## src/rtl/cfgdec_pkg.sv

```systemverilog
package cfgdec_pkg;
  localparam logic [7:0] IDX_LDN     = 8'h07;
  localparam logic [7:0] IDX_GLOBAL  = 8'h24;
  localparam logic [7:0] IDX_PORT_LO = 8'h26;
  localparam logic [7:0] IDX_PORT_HI = 8'h27;
  localparam logic [7:0] IDX_BASE_HI = 8'h60;
  localparam logic [7:0] IDX_BASE_LO = 8'h61;

  localparam int QUAL_BIT = 6;
  localparam int DEC_BITS = 12;

  localparam logic [15:0] PORT_STRAP0 = 16'h002E;
  localparam logic [15:0] PORT_STRAP1 = 16'h004E;
  localparam logic [15:0] WIN_MIN     = 16'h0100;
  localparam logic [15:0] WIN_MAX     = 16'h0FFE;

  typedef struct packed {
    logic wrLdn;
    logic wrGlobal;
    logic wrPortLo;
    logic wrPortHi;
    logic wrBaseHi;
    logic wrBaseLo;
    logic rdIndex;
    logic rdData;
  } cfgStrobes_t;
endpackage

```

## src/rtl/cfgCtrl.sv

```systemverilog
module cfgCtrl
  import cfgdec_pkg::*;
(
  input  logic        clk,
  input  logic        rstN,
  input  logic [15:0] hostAddr,
  input  logic        hostRd,
  input  logic        hostWr,
  input  logic [7:0]  hostWrData,
  input  logic [15:0] cfgBase,
  input  logic        qualUpper,
  output cfgStrobes_t strb,
  output logic [7:0]  cfgIndex,
  output logic        cfgPortCs,
  output logic        upperOk,
  output logic        anyStb
);
  logic portMatch;
  logic idxHit;
  logic datHit;
  logic datWr;

  always_comb begin
    anyStb    = hostRd | hostWr;
    upperOk   = !qualUpper || (hostAddr[15:DEC_BITS] == '0);
    portMatch = upperOk && (hostAddr[DEC_BITS-1:1] == cfgBase[DEC_BITS-1:1]);
    idxHit    = anyStb && portMatch && !hostAddr[0];
    datHit    = anyStb && portMatch && hostAddr[0];
    cfgPortCs = idxHit | datHit;
    datWr     = datHit && hostWr;
  end

  always_ff @(posedge clk) begin
    if (!rstN)
      cfgIndex <= '0;
    else if (idxHit && hostWr)
      cfgIndex <= hostWrData;
  end

  always_comb begin
    strb          = '0;
    strb.wrLdn    = datWr && (cfgIndex == IDX_LDN);
    strb.wrGlobal = datWr && (cfgIndex == IDX_GLOBAL);
    strb.wrPortLo = datWr && (cfgIndex == IDX_PORT_LO);
    strb.wrPortHi = datWr && (cfgIndex == IDX_PORT_HI);
    strb.wrBaseHi = datWr && (cfgIndex == IDX_BASE_HI);
    strb.wrBaseLo = datWr && (cfgIndex == IDX_BASE_LO);
    strb.rdIndex  = idxHit && hostRd;
    strb.rdData   = datHit && hostRd;
  end


  noStrobeNoCs_chk: assert property (@(posedge clk) disable iff (!rstN)
    !(hostRd || hostWr) |-> !cfgPortCs);


  wrOneHot_chk: assert property (@(posedge clk) disable iff (!rstN)
    $onehot0({strb.wrLdn, strb.wrGlobal, strb.wrPortLo, strb.wrPortHi,
              strb.wrBaseHi, strb.wrBaseLo}));


  idxWrite_chk: assert property (@(posedge clk) disable iff (!rstN)
    (cfgPortCs && hostWr && !hostAddr[0]) |=> (cfgIndex == $past(hostWrData)));
endmodule

```

## src/rtl/cfgDatapath.sv

```systemverilog
module cfgDatapath
  import cfgdec_pkg::*;
#(
  parameter int                NDEV      = 2,
  parameter logic [7:0]        FIRST_LDN = 8'h0B,
  parameter logic [NDEV-1:0]   WIN_MASK  = 2'b01
) (
  input  logic               clk,
  input  logic               rstN,
  input  logic               strapSel,
  input  cfgStrobes_t        strb,
  input  logic [7:0]         wrData,
  input  logic [7:0]         cfgIndex,
  input  logic [15:0]        hostAddr,
  input  logic               upperOk,
  input  logic               cfgHit,
  input  logic               anyStb,
  output logic [15:0]        cfgBase,
  output logic               qualUpper,
  output logic [7:0]         curLdn,
  output logic [7:0]         rdData,
  output logic [NDEV*16-1:0] devBase,
  output logic [NDEV-1:0]    devCs
);
  logic [15:0]     baseQ [NDEV];
  logic [NDEV-1:0] selVec;
  logic [NDEV-1:0] inRange;
  logic [15:0]     selBase;
  logic            selAny;
  logic [7:0]      regRd;

  always_ff @(posedge clk) begin
    if (!rstN) begin
      curLdn    <= '0;
      qualUpper <= 1'b0;
      cfgBase   <= strapSel ? PORT_STRAP1 : PORT_STRAP0;
    end else begin
      if (strb.wrLdn)    curLdn       <= wrData;
      if (strb.wrGlobal) qualUpper    <= wrData[QUAL_BIT];
      if (strb.wrPortLo) cfgBase[7:0] <= {wrData[7:1], 1'b0};
      if (strb.wrPortHi) cfgBase[15:8] <= wrData;
    end
  end

  for (genvar i = 0; i < NDEV; i++) begin : gDev
    if (WIN_MASK[i]) begin : gWin
      assign selVec[i] = (curLdn == 8'(FIRST_LDN + i));

      always_ff @(posedge clk) begin
        if (!rstN)
          baseQ[i] <= '0;
        else if (selVec[i] && strb.wrBaseHi)
          baseQ[i][15:8] <= wrData;
        else if (selVec[i] && strb.wrBaseLo)
          baseQ[i][7:0] <= {wrData[7:1], 1'b0};
      end

      assign inRange[i] = (baseQ[i] >= WIN_MIN) && (baseQ[i] <= WIN_MAX);
      assign devCs[i]   = anyStb && !cfgHit && upperOk && inRange[i] &&
                          (hostAddr[DEC_BITS-1:1] == baseQ[i][DEC_BITS-1:1]);


      baseLo_chk: assert property (@(posedge clk) disable iff (!rstN)
        (selVec[i] && strb.wrBaseLo) |=> (baseQ[i][7:0] == {$past(wrData[7:1]), 1'b0}));
    end else begin : gNoWin
      assign selVec[i]  = 1'b0;
      assign baseQ[i]   = '0;
      assign inRange[i] = 1'b0;
      assign devCs[i]   = 1'b0;
    end
    assign devBase[i*16 +: 16] = baseQ[i];
  end

  always_comb begin
    selBase = '0;
    selAny  = 1'b0;
    for (int i = 0; i < NDEV; i++) begin
      if (selVec[i]) begin
        selBase = selBase | baseQ[i];
        selAny  = 1'b1;
      end
    end
  end

  always_comb begin
    case (cfgIndex)
      IDX_LDN:     regRd = curLdn;
      IDX_GLOBAL:  regRd = 8'(qualUpper) << QUAL_BIT;
      IDX_PORT_LO: regRd = cfgBase[7:0];
      IDX_PORT_HI: regRd = cfgBase[15:8];
      IDX_BASE_HI: regRd = selAny ? selBase[15:8] : 8'h00;
      IDX_BASE_LO: regRd = selAny ? selBase[7:0] : 8'h00;
      default:     regRd = 8'h00;
    endcase
    if (strb.rdIndex)
      rdData = cfgIndex;
    else if (strb.rdData)
      rdData = regRd;
    else
      rdData = 8'h00;
  end


  portHi_chk: assert property (@(posedge clk) disable iff (!rstN)
    strb.wrPortHi |=> (cfgBase[15:8] == $past(wrData)));


  portLo_chk: assert property (@(posedge clk) disable iff (!rstN)
    strb.wrPortLo |=> (cfgBase[7:0] == {$past(wrData[7:1]), 1'b0}));
endmodule

```

## src/rtl/cfgPortDecoder.sv

```systemverilog
module cfgPortDecoder
  import cfgdec_pkg::*;
#(
  parameter int              NDEV      = 2,
  parameter logic [7:0]      FIRST_LDN = 8'h0B,
  parameter logic [NDEV-1:0] WIN_MASK  = 2'b01,
  parameter int              MIDI_IDX  = 0
) (
  input  logic               clk,
  input  logic               rstN,
  input  logic               strapSel,
  input  logic [15:0]        hostAddr,
  input  logic               hostRd,
  input  logic               hostWr,
  input  logic [7:0]         hostWrData,
  output logic [7:0]         hostRdData,
  output logic [7:0]         cfgIndex,
  output logic [7:0]         curLdn,
  output logic               cfgPortCs,
  output logic [NDEV*16-1:0] devBase,
  output logic [NDEV-1:0]    devCs,
  output logic               midiDataCs,
  output logic               midiStatCs
);
  cfgStrobes_t strb;
  logic [15:0] cfgBase;
  logic        qualUpper;
  logic        upperOk;
  logic        anyStb;

  cfgCtrl uCtrl (
    .clk       (clk),
    .rstN      (rstN),
    .hostAddr  (hostAddr),
    .hostRd    (hostRd),
    .hostWr    (hostWr),
    .hostWrData(hostWrData),
    .cfgBase   (cfgBase),
    .qualUpper (qualUpper),
    .strb      (strb),
    .cfgIndex  (cfgIndex),
    .cfgPortCs (cfgPortCs),
    .upperOk   (upperOk),
    .anyStb    (anyStb)
  );

  cfgDatapath #(
    .NDEV     (NDEV),
    .FIRST_LDN(FIRST_LDN),
    .WIN_MASK (WIN_MASK)
  ) uDp (
    .clk      (clk),
    .rstN     (rstN),
    .strapSel (strapSel),
    .strb     (strb),
    .wrData   (hostWrData),
    .cfgIndex (cfgIndex),
    .hostAddr (hostAddr),
    .upperOk  (upperOk),
    .cfgHit   (cfgPortCs),
    .anyStb   (anyStb),
    .cfgBase  (cfgBase),
    .qualUpper(qualUpper),
    .curLdn   (curLdn),
    .rdData   (hostRdData),
    .devBase  (devBase),
    .devCs    (devCs)
  );

  assign midiDataCs = devCs[MIDI_IDX] && !hostAddr[0];
  assign midiStatCs = devCs[MIDI_IDX] && hostAddr[0];


  cfgPrio_chk: assert property (@(posedge clk) disable iff (!rstN)
    cfgPortCs |-> (devCs == '0));


  midiExcl_chk: assert property (@(posedge clk) disable iff (!rstN)
    $onehot0({midiDataCs, midiStatCs}));


  idleRead_chk: assert property (@(posedge clk) disable iff (!rstN)
    !cfgPortCs |-> (hostRdData == 8'h00));
endmodule

```

## config.mk

```make
export PLATFORM = sky130hd
export DESIGN_NAME = cfgPortDecoder
export DESIGN_NICKNAME = d
export VERILOG_FILES = /design/src/rtl/cfgdec_pkg.sv /design/src/rtl/cfgCtrl.sv /design/src/rtl/cfgDatapath.sv /design/src/rtl/cfgPortDecoder.sv
export SDC_FILE = /design/constraint.sdc
export NUM_CORES = 1
export LEC_CHECK = 0
export ABC_AREA = 1
export BUFFER_PORTS_ARGS = -buffer_cell sky130_fd_sc_hd__buf_4
export CAP_MARGIN = 20
export CORE_MARGIN = 1
export CORE_UTILIZATION = 45
export CTS_BUF_LIST = sky130_fd_sc_hd__clkbuf_16
export DETAILED_ROUTE_END_ITERATION = 16
export PLACE_DENSITY = 0.82
export SLEW_MARGIN = 20
export SYNTH_ARGS = -nofsm -noshare
export SYNTH_HDL_FRONTEND = slang
export SYNTH_SLANG_ARGS = --single-unit
```

## constraint.sdc

```tcl
create_clock -name clk -period 2.7 [get_ports clk]
set_clock_uncertainty 0.2 [all_clocks]
set_input_delay 0.54 -clock clk [delete_from_list [all_inputs] [get_ports clk]]
set_output_delay 0.54 -clock clk [all_outputs]
set_load 0.03 [all_outputs]
```

==> summary.txt <==
Critical path
  • CP endpoint kind: output pin
  • Critical Path Fanout Max: 8
  • Startpoint Class: flop
  • Critical path type: reg -> out
  • CP required: 1960 ps
  • Critical path arrival: 2000 ps

Job
  • Maxcap violations: 0

Timing
  • TNS Setup: -219 ps
  • Final setup vio count: 8
  • Final Cycle Share: 102%
  • RSZ-0062 raised after global routing: true
  • Post-route worst setup slack: -42.1 ps
  • Fin. max-slew vios: 0
  • Hold Slack: 305 ps
  • Max Clk Rate: 365 MHz
  • Final hold vios: 0
  • Fin crit period: 2740 ps

Clock network
  • Max Root-Sink Buffers: 2
  • Clock Latency Late Sink: 290 ps
  • Num CTS Buffers: 5
  • CTS tree: built
  • Htree depth: 2
  • CTS Hold Bufs: 0
  • CTS sink cnt: 47
  • Clk root buf: clkbuf_16
  • CTS clock-pin slew for the worst setup and hold paths: 60 ps

Power
  • Overall power: 0.00154 W
  • Maximum vdd drop: 0.000221 V
  • PwrDens: 380 nW/um2
  • Leak pwr: 2.06 nW

Synthesis
  • Yosys Warn Count: 0
  • Post-synthesis mux area share: 0%
  • Syn Area/Cell: 6.32 um2
  • FFs w/ async S/R, synth: 0%
  • Post-Synth XOR/XNOR Area: 1.11%
  • Syn Std Cell Area: 3160 um2
  • Synth unique cells: 34
  • Post-synthesis simple-gate area fraction: 45.6%
  • Synth Area in Compound Gates: 3.92%
  • Cells after synthesis: 500
  • Synth Area in Adders: 0%
  • EDFF count, synth: 15
  • #FFs+latches synth: 47
  • Main synth FF type: dfxtp_1
  • Largest family of logic cells by synthesized area: simple AND/OR/NAND/NOR gates
  • Seq/Total Area, Yosys: 34.5%

Global route
  • Vias in the first global route: 3,087
  • Initial antenna violation count: 0
  • Gr ovfl total: 0
  • GRT Resource Usage Total: 28.5%
  • Pin count of the biggest net entering global routing: 48
  • First-pass GRT wire length: 15,800 um

Placement
  • HPWL Detailed: 8050 um
  • Placed Area: 3790 um2
  • Buffers added on ports: 71
  • Worst slack, placed: -11.5 ps
  • RePlAce Congestion: 0.967

Floorplan
  • Core Area: 6790 um2
  • Row count: 30
  • Ports: 90
  • Starting density of the core: 46.5%
  • Chip height: 85.8 um
  • Die ar.: 7360 um2
  • Die width: 85.8 um

Cells and area
  • Layout cells sized above 1: 24.0%
  • Commonest non-fill, non-tap cell in the layout: nand2_1
  • Diodes inserted: 0
  • Synthesis-to-finish area growth: 28.6%
  • Final Cell Area: 4060 um2
  • Most frequent cells in the layout: nand2_1 (141), nor2_1 (99), buf_4 (82), inv_1 (61), nand4_1 (30)
  • Filler cell count: 659
  • Nets@finish: 612

Status
  • Outcome: finished with violations
  • Failing checks: negative setup slack

Worst hold path
  • Hold WC Path Type: in -> reg

Drt
  • Avg Vias per Cell: 5.11
  • Final antenna-violating net count: 0
  • Via count: 3,477
  • Routed WL: 10,400 um
  • Drt pass-1 iters: 5
  • DRC: 0
  • DR WL/cell: 15.3 um
  • 1st-iter DRT viols: 287
==> final timing paths <==
check,slack (ps),start,cells past startpoint,to
worst max-delay path,-40,uCtrl.cfgIndex[4],12,hostRdData[6]
worst min-delay path,300,hostWrData[3],3,uCtrl.cfgIndex[3]
worst max register to register,560,uDp.curLdn[1],11,uDp.devBase[13]
worst min register to register,320,uDp.curLdn[5],2,uDp.curLdn[5]
==> timing repair <==
item / CTS / global route
pin swaps: 0 / 18
resized for setup: 11 / 27
setup buffers: 0 / 2
endpoints found under the setup margin: 8 / 8
endpoints found under the hold margin: 0 / 0
==> worst max-delay path, stage by stage (launching register included) <==
cell and delay (ps):
dfxtp_1 360, inv_1 110, nand2_1 100, nor2_4 140, nand2_1 70, nor2_2 130
inv_1 80, nand2_1 70, o21ai_1 110, nor2_4 240, nand2_1 100, nand2_1 80
buf_6 130
==> through the flow <==
| stage | util [%] | instances |
|---|---|---|
| floorplan | - | 517 |
| global placement | 55.9 | 670 |
| detailed placement | 55.9 | 670 |
| CTS | 58.4 | 678 |
| global route | 59.8 | 680 |
| finish | 59.8 | 680 |
==> report_power, final <==
part	switching [W]	internal [W]	total, W
Clock	0.000255	0.000335	0.000591
Sequential	0.00000772	0.000744	0.000752
Combinational	0.000138	0.0000644	0.000202
Total	0.000401	0.00114	0.00154
==> synth_stat cells, types with 3 or more instances <==
library cell	n	area share [%]
buf_1	3	0.36
nor2_4	4	1.4
inv_2	4	0.48
xnor2_1	4	1.1
nor2_2	4	0.79
nand2_1	154	18
dfxtp_1	32	20
buf_4	19	4.5
o21ai_0	9	1.4
edfxtp_1	15	14
o21ai_1	3	0.48
o22ai_1	3	0.59
inv_1	61	7.3
buf_2	4	0.63
nor2_1	102	12
nand2_2	3	0.59
nand3_1	20	3.2
nand4_1	30	5.9
clkbuf_1	3	0.36
nor3_1	6	0.95
==> logic make-up (layout without fill, tap and decap cells) <==
family | Yosys count | after routing
buf+inv | 99 | 166
flops | 47 | 47
xor+xnor | 4 | 4
compound gates | 21 | 21
simple gates | 328 | 328
other cells | 1 | 18
==> layout make-up <==
cell class	instances	area [um2]	share of cell area (%)
sequential	47	1100	27.0
timing repair buffer	90	706	17.4
multi-input combinational	371	1740	42.9
inverter	68	258	6.35
clock inverter	3	12.5	0.308
clock buffer	5	125	3.08
tap	96	120	2.96
==> sequential cells by signal (all words and copies together), names as in the netlist <==
register / cells
uDp.qualUpper: 1
uDp.cfgBase: 15
uDp.curLdn: 8
uDp.devBase: 15
uCtrl.cfgIndex: 8
==> per-layer routing <==
metal | up-vias | wire length (um) | GRT usage, %
li1 | 1690 | - | -
met1 | 1540 | 4480 | 39.1
met2 | 216 | 4700 | 46.3
met3 | 31 | 829 | 2.98
met4 | 0 | 359 | 11.2
met5 | - | 0 | 0
No activity file was read; power rests on OpenSTA's default activity.
